<file path="src/rtl/isosplit_pkg.sv">
package isosplit_pkg;
  localparam int CNT_W = 4;

  typedef struct packed {
    logic             active;
    logic             cplt;
    logic             err;
    logic [CNT_W-1:0] cnt;
  } desc_t;

  typedef enum logic [1:0] {
    RSP_DATA0 = 2'd0,
    RSP_MDATA = 2'd1,
    RSP_NYET  = 2'd2,
    RSP_ERR   = 2'd3
  } rsp_e;

  typedef enum logic [2:0] {
    ACT_NONE,
    ACT_START,
    ACT_CPLT,
    ACT_WRAP,
    ACT_SKIP
  } act_e;
endpackage

</file>
<file path="src/rtl/isosplit_decide.sv">
module isosplit_decide
  import isosplit_pkg::*;
#(
  parameter int UF_N = 8,
  localparam int UF_W = $clog2(UF_N)
) (
  input  logic [UF_W-1:0] uf_i,
  input  logic [UF_N-1:0] smask_i,
  input  logic [UF_N-1:0] cmask_i,
  input  logic            back_t_i,
  input  logic            active_i,
  input  logic            cplt_i,
  input  logic            retired_i,
  output act_e            act_o
);
  logic [UF_W:0] lowest;
  logic          win;

  always_comb begin
    lowest = (UF_W+1)'(UF_N);
    for (int i = UF_N-1; i >= 0; i--)
      if (smask_i[i]) lowest = (UF_W+1)'(i);
  end

  // completion slot ahead of own start slot with live back-link = wrap slot
  assign win = cplt_i && cmask_i[uf_i] && ({1'b0, uf_i} < lowest) && !back_t_i;

  always_comb begin
    act_o = ACT_NONE;
    if (active_i) begin
      if (win)                                act_o = retired_i ? ACT_SKIP : ACT_WRAP;
      else if (smask_i[uf_i] && (!cplt_i || !back_t_i)) act_o = ACT_START;
      else if (cplt_i && cmask_i[uf_i])       act_o = ACT_CPLT;
    end
  end
endmodule

</file>
<file path="src/rtl/isosplit_update.sv">
module isosplit_update
  import isosplit_pkg::*;
(
  input  desc_t d_i,
  input  logic  start_i,
  input  rsp_e  code_i,
  output desc_t d_o,
  output logic  wb_o,
  output logic  retire_o
);
  always_comb begin
    d_o      = d_i;
    wb_o     = 1'b1;
    retire_o = 1'b0;
    if (code_i == RSP_ERR) begin
      d_o.err    = 1'b1;
      d_o.active = 1'b0;
      d_o.cplt   = 1'b0;
      retire_o   = !start_i;
    end else if (start_i) begin
      d_o.cplt = 1'b1;
    end else begin
      unique case (code_i)
        RSP_DATA0: begin
          d_o.cnt    = d_i.cnt + 1'b1;
          d_o.active = 1'b0;
          d_o.cplt   = 1'b0;
          retire_o   = 1'b1;
        end
        RSP_MDATA: d_o.cnt = d_i.cnt + 1'b1;
        default:   wb_o = 1'b0;
      endcase
    end
  end
endmodule

</file>
<file path="src/rtl/isosplit_seq.sv">
module isosplit_seq
  import isosplit_pkg::*;
#(
  parameter int UF_N = 8,
  localparam int UF_W = $clog2(UF_N)
) (
  input  logic             clk_i,
  input  logic             rst_ni,
  input  logic             visit_valid_i,
  input  logic [UF_W-1:0]  uframe_i,
  input  logic [UF_N-1:0]  smask_i,
  input  logic [UF_N-1:0]  cmask_i,
  input  logic             back_t_i,
  input  logic             cur_active_i,
  input  logic             cur_cplt_i,
  input  logic [CNT_W-1:0] cur_cnt_i,
  output logic             bk_req_o,
  input  logic             bk_vld_i,
  input  logic             bk_active_i,
  input  logic             bk_cplt_i,
  input  logic [CNT_W-1:0] bk_cnt_i,
  output logic             cmd_valid_o,
  output logic             cmd_start_o,
  output logic             cmd_back_o,
  input  logic             rsp_valid_i,
  input  logic [1:0]       rsp_code_i,
  output logic             wb_valid_o,
  output logic             wb_back_o,
  output logic             wb_active_o,
  output logic             wb_cplt_o,
  output logic             wb_err_o,
  output logic [CNT_W-1:0] wb_cnt_o,
  output logic             done_o
);
  typedef enum logic [2:0] {S_IDLE, S_FETCH, S_ISSUE, S_WB_BK, S_WB_CUR, S_FIN} st_e;

  st_e   st_q;
  desc_t cur_q, bk_q, upd_d;
  logic  start_q, tgt_q, retired_q, rt_q;
  logic  upd_wb, upd_retire;
  act_e  act;

  isosplit_decide #(.UF_N(UF_N)) u_decide (
    .uf_i     (uframe_i),
    .smask_i  (smask_i),
    .cmask_i  (cmask_i),
    .back_t_i (back_t_i),
    .active_i (cur_active_i),
    .cplt_i   (cur_cplt_i),
    .retired_i(retired_q && (uframe_i != '0)),
    .act_o    (act)
  );

  isosplit_update u_update (
    .d_i     (tgt_q ? bk_q : cur_q),
    .start_i (start_q),
    .code_i  (rsp_e'(rsp_code_i)),
    .d_o     (upd_d),
    .wb_o    (upd_wb),
    .retire_o(upd_retire)
  );

  always_ff @(posedge clk_i or negedge rst_ni) begin
    if (!rst_ni) begin
      st_q      <= S_IDLE;
      cur_q     <= '0;
      bk_q      <= '0;
      start_q   <= 1'b0;
      tgt_q     <= 1'b0;
      retired_q <= 1'b0;
      rt_q      <= 1'b0;
    end else begin
      unique case (st_q)
        S_IDLE: if (visit_valid_i) begin
          cur_q   <= '{active: cur_active_i, cplt: cur_cplt_i, err: 1'b0, cnt: cur_cnt_i};
          rt_q    <= 1'b0;
          tgt_q   <= 1'b0;
          start_q <= (act == ACT_START);
          if (uframe_i == '0) retired_q <= 1'b0;
          unique case (act)
            ACT_START, ACT_CPLT: st_q <= S_ISSUE;
            ACT_WRAP:            st_q <= S_FETCH;
            ACT_SKIP: begin
              cur_q.cplt <= 1'b0;
              st_q       <= S_WB_CUR;
            end
            default:             st_q <= S_FIN;
          endcase
        end
        S_FETCH: if (bk_vld_i) begin
          bk_q <= '{active: bk_active_i, cplt: bk_cplt_i, err: 1'b0, cnt: bk_cnt_i};
          if (bk_active_i && bk_cplt_i) begin
            tgt_q <= 1'b1;
            st_q  <= S_ISSUE;
          end else begin
            retired_q  <= 1'b1;
            cur_q.cplt <= 1'b0;
            st_q       <= S_WB_CUR;
          end
        end
        S_ISSUE: if (rsp_valid_i) begin
          if (tgt_q) begin
            bk_q <= upd_d;
            rt_q <= upd_retire;
            if (upd_retire) begin
              retired_q  <= 1'b1;
              cur_q.cplt <= 1'b0;
            end
            st_q <= upd_wb ? S_WB_BK : S_FIN;
          end else begin
            cur_q <= upd_d;
            st_q  <= upd_wb ? S_WB_CUR : S_FIN;
          end
        end
        S_WB_BK:  st_q <= rt_q ? S_WB_CUR : S_FIN;
        S_WB_CUR: st_q <= S_FIN;
        default:  st_q <= S_IDLE;
      endcase
    end
  end

  assign bk_req_o    = (st_q == S_FETCH);
  assign cmd_valid_o = (st_q == S_ISSUE);
  assign cmd_start_o = start_q;
  assign cmd_back_o  = tgt_q;
  assign wb_valid_o  = (st_q == S_WB_BK) || (st_q == S_WB_CUR);
  assign wb_back_o   = (st_q == S_WB_BK);
  assign wb_active_o = wb_back_o ? bk_q.active : cur_q.active;
  assign wb_cplt_o   = wb_back_o ? bk_q.cplt   : cur_q.cplt;
  assign wb_err_o    = wb_back_o ? bk_q.err    : cur_q.err;
  assign wb_cnt_o    = wb_back_o ? bk_q.cnt    : cur_q.cnt;
  assign done_o      = (st_q == S_FIN);

  a_r13_one_owner: assert property (@(posedge clk_i) disable iff (!rst_ni)
    $onehot0({cmd_valid_o, bk_req_o, wb_valid_o, done_o}));

  a_r13_cmd_held: assert property (@(posedge clk_i) disable iff (!rst_ni)
    cmd_valid_o && !rsp_valid_i |=> cmd_valid_o && $stable(cmd_back_o) && $stable(cmd_start_o));

  a_r2_start_wb: assert property (@(posedge clk_i) disable iff (!rst_ni)
    cmd_valid_o && rsp_valid_i && cmd_start_o && rsp_code_i != 2'd3
    |=> wb_valid_o && !wb_back_o && wb_cplt_o && wb_active_o);

  a_r6_mdata_keeps: assert property (@(posedge clk_i) disable iff (!rst_ni)
    cmd_valid_o && rsp_valid_i && !cmd_start_o && rsp_code_i == 2'd1
    |=> wb_valid_o && wb_active_o && (wb_back_o == $past(cmd_back_o)));

  a_r7_err_flag: assert property (@(posedge clk_i) disable iff (!rst_ni)
    cmd_valid_o && rsp_valid_i && rsp_code_i == 2'd3
    |=> wb_valid_o && wb_err_o && !wb_active_o);

  a_r9_retire_pair: assert property (@(posedge clk_i) disable iff (!rst_ni)
    wb_valid_o && wb_back_o && !wb_active_o |=> wb_valid_o && !wb_back_o && !wb_cplt_o);

  a_r12_inactive_idle: assert property (@(posedge clk_i) disable iff (!rst_ni)
    st_q == S_IDLE && visit_valid_i && !cur_active_i |=> done_o);
endmodule

</file>
<file path="config.mk">
export PLATFORM = sky130hd
export DESIGN_NAME = isosplit_seq
export DESIGN_NICKNAME = d
export VERILOG_FILES = /design/src/rtl/isosplit_pkg.sv /design/src/rtl/isosplit_decide.sv /design/src/rtl/isosplit_update.sv /design/src/rtl/isosplit_seq.sv
export SDC_FILE = /design/constraint.sdc
export NUM_CORES = 1
export LEC_CHECK = 0
export BUFFER_PORTS_ARGS = -buffer_cell sky130_fd_sc_hd__clkbuf_2
export CAP_MARGIN = 20
export CORE_MARGIN = 2
export CORE_UTILIZATION = 49
export CTS_CLUSTER_SIZE = 12
export DETAILED_ROUTE_END_ITERATION = 12
export GPL_ROUTABILITY_DRIVEN = 0
export GPL_TIMING_DRIVEN = 0
export PLACE_DENSITY = 0.75
export SYNTH_ARGS = -nofsm -noshare
export SYNTH_HDL_FRONTEND = slang
export SYNTH_HIERARCHICAL = 1
export SYNTH_SLANG_ARGS = --single-unit
</file>
<file path="constraint.sdc">
create_clock -name clk_i -period 2.5 [get_ports clk_i]
set_input_delay 0.25 -clock clk_i [delete_from_list [all_inputs] [get_ports clk_i]]
set_output_delay 0.25 -clock clk_i [all_outputs]
set_load 0.01 [all_outputs]
</file>
=== Word-level counts from Yosys, hierarchy flattened ===
Cells that the tools add are included.

* Reduce and logical (&&, ||, !) cells: 29
* Order comparisons: 2
* Mux-type cells: 77
* $add $sub $neg: 1
* Equal/unequal tests: 21

{| class="wikitable"
|+ Operators with widths
! kind !! count
|-
| 2-to-1 mux 4 bit || 12
|-
| 2-to-1 mux 7 bit || 6
|-
| 2-to-1 mux 1 bit || 34
|-
| 2-to-1 mux 3 bit || 10
|-
| AND reduction 4 bit || 4
|-
| one-hot mux 3 bit (5 select lines) || 1
|-
| one-hot mux 7 bit (2 select lines) || 1
|-
| equality test 3 x 2 -> 1 bit, second input constant || 4
|-
| != test 2 x 1 -> 1 bit, second input constant || 5
|-
| one-hot mux 5 bit (2 select lines) || 1
|-
| equality test 3 bit, second input constant || 3
|-
| one-hot mux 3 bit (3 select lines) || 1
|-
| != test 2 bit, second input constant || 4
|-
| AND reduction 8 bit || 1
|-
| binary-select mux 1 bit (select 3 bit) || 2
|-
| equality test 3 x 1 -> 1 bit, second input constant || 2
|-
| logical AND 1 bit || 6
|-
| logical NOT 3 bit || 2
|-
| 2-to-1 mux 2 bit || 3
|-
| one-hot mux 1 bit (2 select lines) || 3
|-
| one-hot mux 1 bit (3 select lines) || 2
|-
| AND reduction 6 bit || 1
|-
| nonzero test 2 bit || 3
|-
| nonzero test 3 bit || 2
|-
| 13 further kinds || 17
|}

* Output and inout port bits: 14
* Logic and storage cells: 143
* Bits in registers: 21

=== Logic depth before layout (Yosys ltp) ===
* Depth in word-level cells: 18
* Gate-level depth with buffers: 13

=== By module ===
The synthesis kept the hierarchy.

{| class="wikitable"
|+ Modules (own cells, without submodules)
! module !! times used !! cells an instance !! seq. area each (um2) !! area an instance (um2)
|-
| isosplit_seq || 1 || 160 || 525.5 || 1488.9
|-
| isosplit_decide || 1 || 40 || 0.0 || 342.8
|-
| isosplit_update || 1 || 19 || 0.0 || 132.6
|}

=== Least setup slack after synthesis ===
OpenSTA, ideal clock, no wires.

* Path type: input port to flip-flop
* Start point: in smask_i[0]
* End point: reg st_q[1]
* Buffers on the path: 0
* Data required time: 2434 ps
* Setup time: 66 ps
* Path slack: -220 ps
* Arrival time: 2654 ps
* Stages: 12
* Cells stage by stage: nor4_2 > or2b_1 > ha_1 > a21oi_1 > a21oi_1 > a311oi_2 > nand2_1 > a31o_1 > xnor2_1 > or3_1 > a21oi_2 > a22o_1

* Word-level cells in the longest chain between the ends: 11
* Elaborated cells between the ends (all ways): 18
* Those cells by class: 1 x order compare; 4 x eq/ne; 9 x mux; 4 x reduce/logical

{| class="wikitable"
|+ RTL lines
! what !! line !! text
|-
| from (decl) || isosplit_seq.sv:11 || <nowiki>input logic [UF_N-1:0] smask_i,</nowiki>
|-
| 2-to-1 mux 4 bit or binary-select mux 1 bit (select 3 bit) (tied branches) || isosplit_decide.sv:22, isosplit_decide.sv:32 ||
|-
| < comparator 3 x 4 -> 1 bit or 2-to-1 mux 1 bit (tied branches) || isosplit_decide.sv:26, isosplit_decide.sv:32 ||
|-
| logical AND 1 bit (on tied branches) || isosplit_decide.sv:26, isosplit_decide.sv:32 ||
|-
| logical AND 1 bit or 2-to-1 mux 3 bit (tied branches) || isosplit_decide.sv:26, isosplit_decide.sv:32 ||
|-
| 2-to-1 mux 3 bit * || isosplit_decide.sv:31 || <nowiki>if (win) act_o = retired_i ? ACT_SKIP : ACT_WRAP;</nowiki>
|-
| 2-to-1 mux 3 bit * || isosplit_decide.sv:30 || <nowiki>if (active_i) begin</nowiki>
|-
| via act[0] || isosplit_seq.sv:41 || <nowiki>act_e act;</nowiki>
|-
| equality test 3 x 1 -> 1 bit or equality test 3 x 2 -> 1 bit (tied branches) || isosplit_seq.sv:80 || <nowiki>unique case (act)</nowiki>
|-
| OR reduction 2 bit || isosplit_seq.sv:80 ||
|-
| one-hot mux 3 bit (3 select lines) * || isosplit_seq.sv:80 ||
|-
| 2-to-1 mux 3 bit * || isosplit_seq.sv:74 || <nowiki>S_IDLE: if (visit_valid_i) begin</nowiki>
|-
| one-hot mux 3 bit (5 select lines) * || isosplit_seq.sv:73 || <nowiki>unique case (st_q)</nowiki>
|-
| to (signal assigned) || isosplit_seq.sv:109 || <nowiki>st_q <= upd_wb ? S_WB_BK : S_FIN;</nowiki>
|-
| to (signal assigned) || isosplit_seq.sv:112 || <nowiki>st_q <= upd_wb ? S_WB_CUR : S_FIN;</nowiki>
|-
| to (signal assigned) || isosplit_seq.sv:115 || <nowiki>S_WB_BK: st_q <= rt_q ? S_WB_CUR : S_FIN;</nowiki>
|-
| to (decl) || isosplit_seq.sv:37 || <nowiki>st_e st_q;</nowiki>
|}

The timed path passes the listed nets; every way through them passes the cells marked *. The select of a mux whose other input is x is not followed.
A chain may end at the register's enable or synchronous reset.

=== Worst setup path after layout ===
Ends and elaborated chain as after synthesis.

==> results.md <==
* Status: finished, violations left
* Failing checks: negative setup slack
* Final setup vio count at 4
* TNS Setup at -0.386 ns
* Main synth FF type: dfrtp_1
* DR vias/cell at 5.56
* Core area at just under 4000 um2
* Die area at 4530 um2
* Commonest non-fill, non-tap cell in the layout: clkbuf_2
* Slew @ Worst Pin at 0.532 ns
* Clock Skews at between 0.002 and 0.003 ns
* Largest net degree at the start of global routing at 22
* Pleak at roughly 1.1 nW
* Internal power at roughly 1.3 mW
* R2r setup slk at 0.15 ns
* Number of I/O port buffers at 52
* Site Rows at 23
* EDFF count, synth at 0
* Area leader, netlist: dfrtp_1
* Nets at 324
* Final slew viol count at 0
* Logic pwr share at 0.629
* Fmax at around 0.37 GHz
* Non-filler cells in the finished layout at 331
* Clock network fraction of total power at 0.104
* Residual DRC at 0
* Sequential share of power at 0.267
* Final ANT Viol Nets at 0
* MaxCap Viol Count at 0
* Reg-to-reg critical path startpoint: cmd_back_o
* CP endpoint kind: flip-flop
* Clock H-tree levels at 1
* Data required time at the worst endpoint at about 2.7 ns
* Count of cell types in the netlist at between 50 and 60
* CP Class: in2reg
* Initial antenna violation count at 0
* Average size of a mapped cell at between 8 and 9 um2
* Sw Pwr at around 1000 uW
* Clock Sinks at 21
* Rel. slew slack at 0.645
* Die W at approximately 67 um
* CTS tree: yes
* Worst Path Arrival at 2.88 ns
* Clock transition at path regs at about 0.09 ns
* Vias at 1839
* Layout cell share with drive strength beyond 1 at 0.399
* Iteration-0 DRC Markers at roughly 130
* HP Class: in2reg
* Mapped Area at 1960 um2
* Final Hold Slack at 0.279 ns
* Final hold vios at 0
* Initial Util at 0.502
* P&R area growth vs syn at 26.1%
* Seq cells post-synth at 21
* Routed WL per cell at 15.2 um
* Post-Route WL at roughly 5 mm
* Placed insts at between 300 and 400
* Unrepaired setup endpoints after global routing: true
* Switch share at 0.439
* Root buffer cell: clkbuf_8
* Final WS setup at -0.168 ns
* Antenna diodes at 0
* Worst setup path start: smask_i[0]
* Die Y at between 60 and 70 um
* Hold_sp: cur_cnt_i[3]
* Critical path fanouts, max at 4
* Global-route wire length before repair at slightly below 8 mm
* Hpwl dp at about 3.7 mm
* Power, Total at around 2.3 mW
* Commonest non-fill, non-tap cells in the layout: clkbuf_2 (49), nor2_1 (26), dfrtp_1 (21)
* Io pins at 53
* Fraction of registers with async set/reset at 1.00
* GR Overflow Total at 0
* Num CTS Buffers at 3
* Fill count at ~350
* Maximum vdd drop at just over 400 uV
* Syn_nets at between 200 and 300
* Number of global-route vias before repair at approximately 1700
* Total track usage at 0.223
* Clock buffer depth at 2
* Yosys warning total at 6
* Top-area cell type share of the netlist area at 0.268
* Min cycle time layout at approximately 2.7 ns
* Final worst path period share at 1.07
* Total iterations of the first detailed-routing run at 4
* Worst skew pair latency at about 0.27 ns
* CP startpoint kind: input pin
* Largest cells by area after synthesis: dfrtp_1 (27%), mux2_2 (7.5%), mux2i_1 (7.1%)
* Gate Count Post-Synth at 219
* PwrDens at roughly 900 nW/um2
* Seq/Total Area, Yosys at 0.268
==> logic make-up (layout without fill, tap and decap cells) <==
family | Yosys count | after routing | synth area share
compound gates | 53 | 53 | 0.180
xor+xnor | 4 | 4 | 0.0178
fa+ha+maj | 3 | 3 | 0.0191
buf+inv | 21 | 83 | 0.0662
flops | 21 | 21 | 0.268
mux | 32 | 32 | 0.197
simple gates | 85 | 85 | 0.252
==> final cells by class <==
cell class,count,area [um2],share of cell area
Inverter,8,30.0,0.0121
Buffer,13,100,0.0404
Clock inverter,1,5.00,0.00202
Sequential cell,21,526,0.212
Multi-Input combinational cell,177,1380,0.555
Timing Repair Buffer,58,338,0.136
Tap cell,50,62.6,0.0253
Clock buffer,3,41.3,0.0167
==> through the flow <==
step | worst slack (ns) | area (um2) | utilization
6_report | -0.168 | 2480 | 0.633
5_1_grt | -0.342 | 2480 | 0.633
4_1_cts | -0.142 | 2420 | 0.617
3_5_place_dp | -0.441 | 2300 | 0.587
3_3_place_gp | -0.408 | 2300 | 0.587
2_1_floorplan | -0.100 | 1970 | -
==> registers in the layout (all words and copies together) (netlist names) <==
signal and cells:
rt_q 1, retired_q 1, cur_q 7, cmd_start_o 1
bk_q 7, st_q 3, cmd_back_o 1
==> power groups by stage <==
stage | sequential [mW] | clock (mW) | combinational [mW]
4_1_cts | 0.603 | 0.235 | 1.41
5_1_grt | 0.627 | 0.250 | 1.55
2_1_floorplan | 0.577 | 0 | 1.03
3_3_place_gp | 0.591 | 0 | 1.34
3_5_place_dp | 0.606 | 0 | 1.36
6_report | 0.605 | 0.237 | 1.43
==> worst max-delay path, cell delays in order <==
cell       delay (ns)
clkbuf_16        0.12
nor4_4           0.25
or2b_1           0.29
ha_4             0.22
a21oi_2          0.15
a21oi_2          0.05
a311oi_2         0.35
nor2b_1          0.11
nor3b_2          0.31
xnor2_2          0.11
or3_1            0.39
a21oi_2          0.14
a22o_1           0.14
==> per-layer routing <==
metal	global-route usage	part of all wire	wire, um
met2	0.384	0.49	2480
met4	0.0638	0.014	69
met1	0.303	0.46	2300
met3	0.0150	0.035	175
met5	0	0	0
==> synthesized netlist by cell type, drive strengths merged, types with 2 or more instances <==
| master | instances |
|---|---|
| nor3b | 2 |
| nand3b | 3 |
| buf | 12 |
| or3b | 2 |
| xnor2 | 3 |
| a31oi | 2 |
| nand4 | 2 |
| dfrtp | 21 |
| o41ai | 3 |
| ha | 3 |
| o31ai | 2 |
| nand2b | 4 |
| a311oi | 3 |
| nand2 | 18 |
| mux2 | 15 |
| nor2b | 5 |
| nor2 | 27 |
| nor4 | 4 |
| a21oi | 24 |
| nand3 | 3 |
| o21ai | 9 |
| or2 | 2 |
| mux2i | 14 |
| inv | 8 |
| and2 | 3 |
| mux4 | 3 |
| a31o | 2 |
| nor3 | 3 |
| o311ai | 2 |
==> final timing paths <==
check                      endpoint  cells past startpoint
min in group asynchronous  cur_q[2]                      2
max                         st_q[1]                     13
min reg2reg                cur_q[5]                      1
min                        cur_q[3]                      3
max in group asynchronous   bk_q[1]                      2
max reg2reg                cur_q[1]                      7
==> what timing repair did <==
item | 4_1_cts | 5_1_grt
pin swaps | 4 | 11
hold buffers | 1 | 0
hold endpoints to repair | 21 | 0
setup buffers | 3 | 2
endpoints found under the setup margin | 4 | 5
gates resized for setup | 8 | 10
gates cloned | 0 | 0
Note: power is estimated with default switching activity, not from simulation.
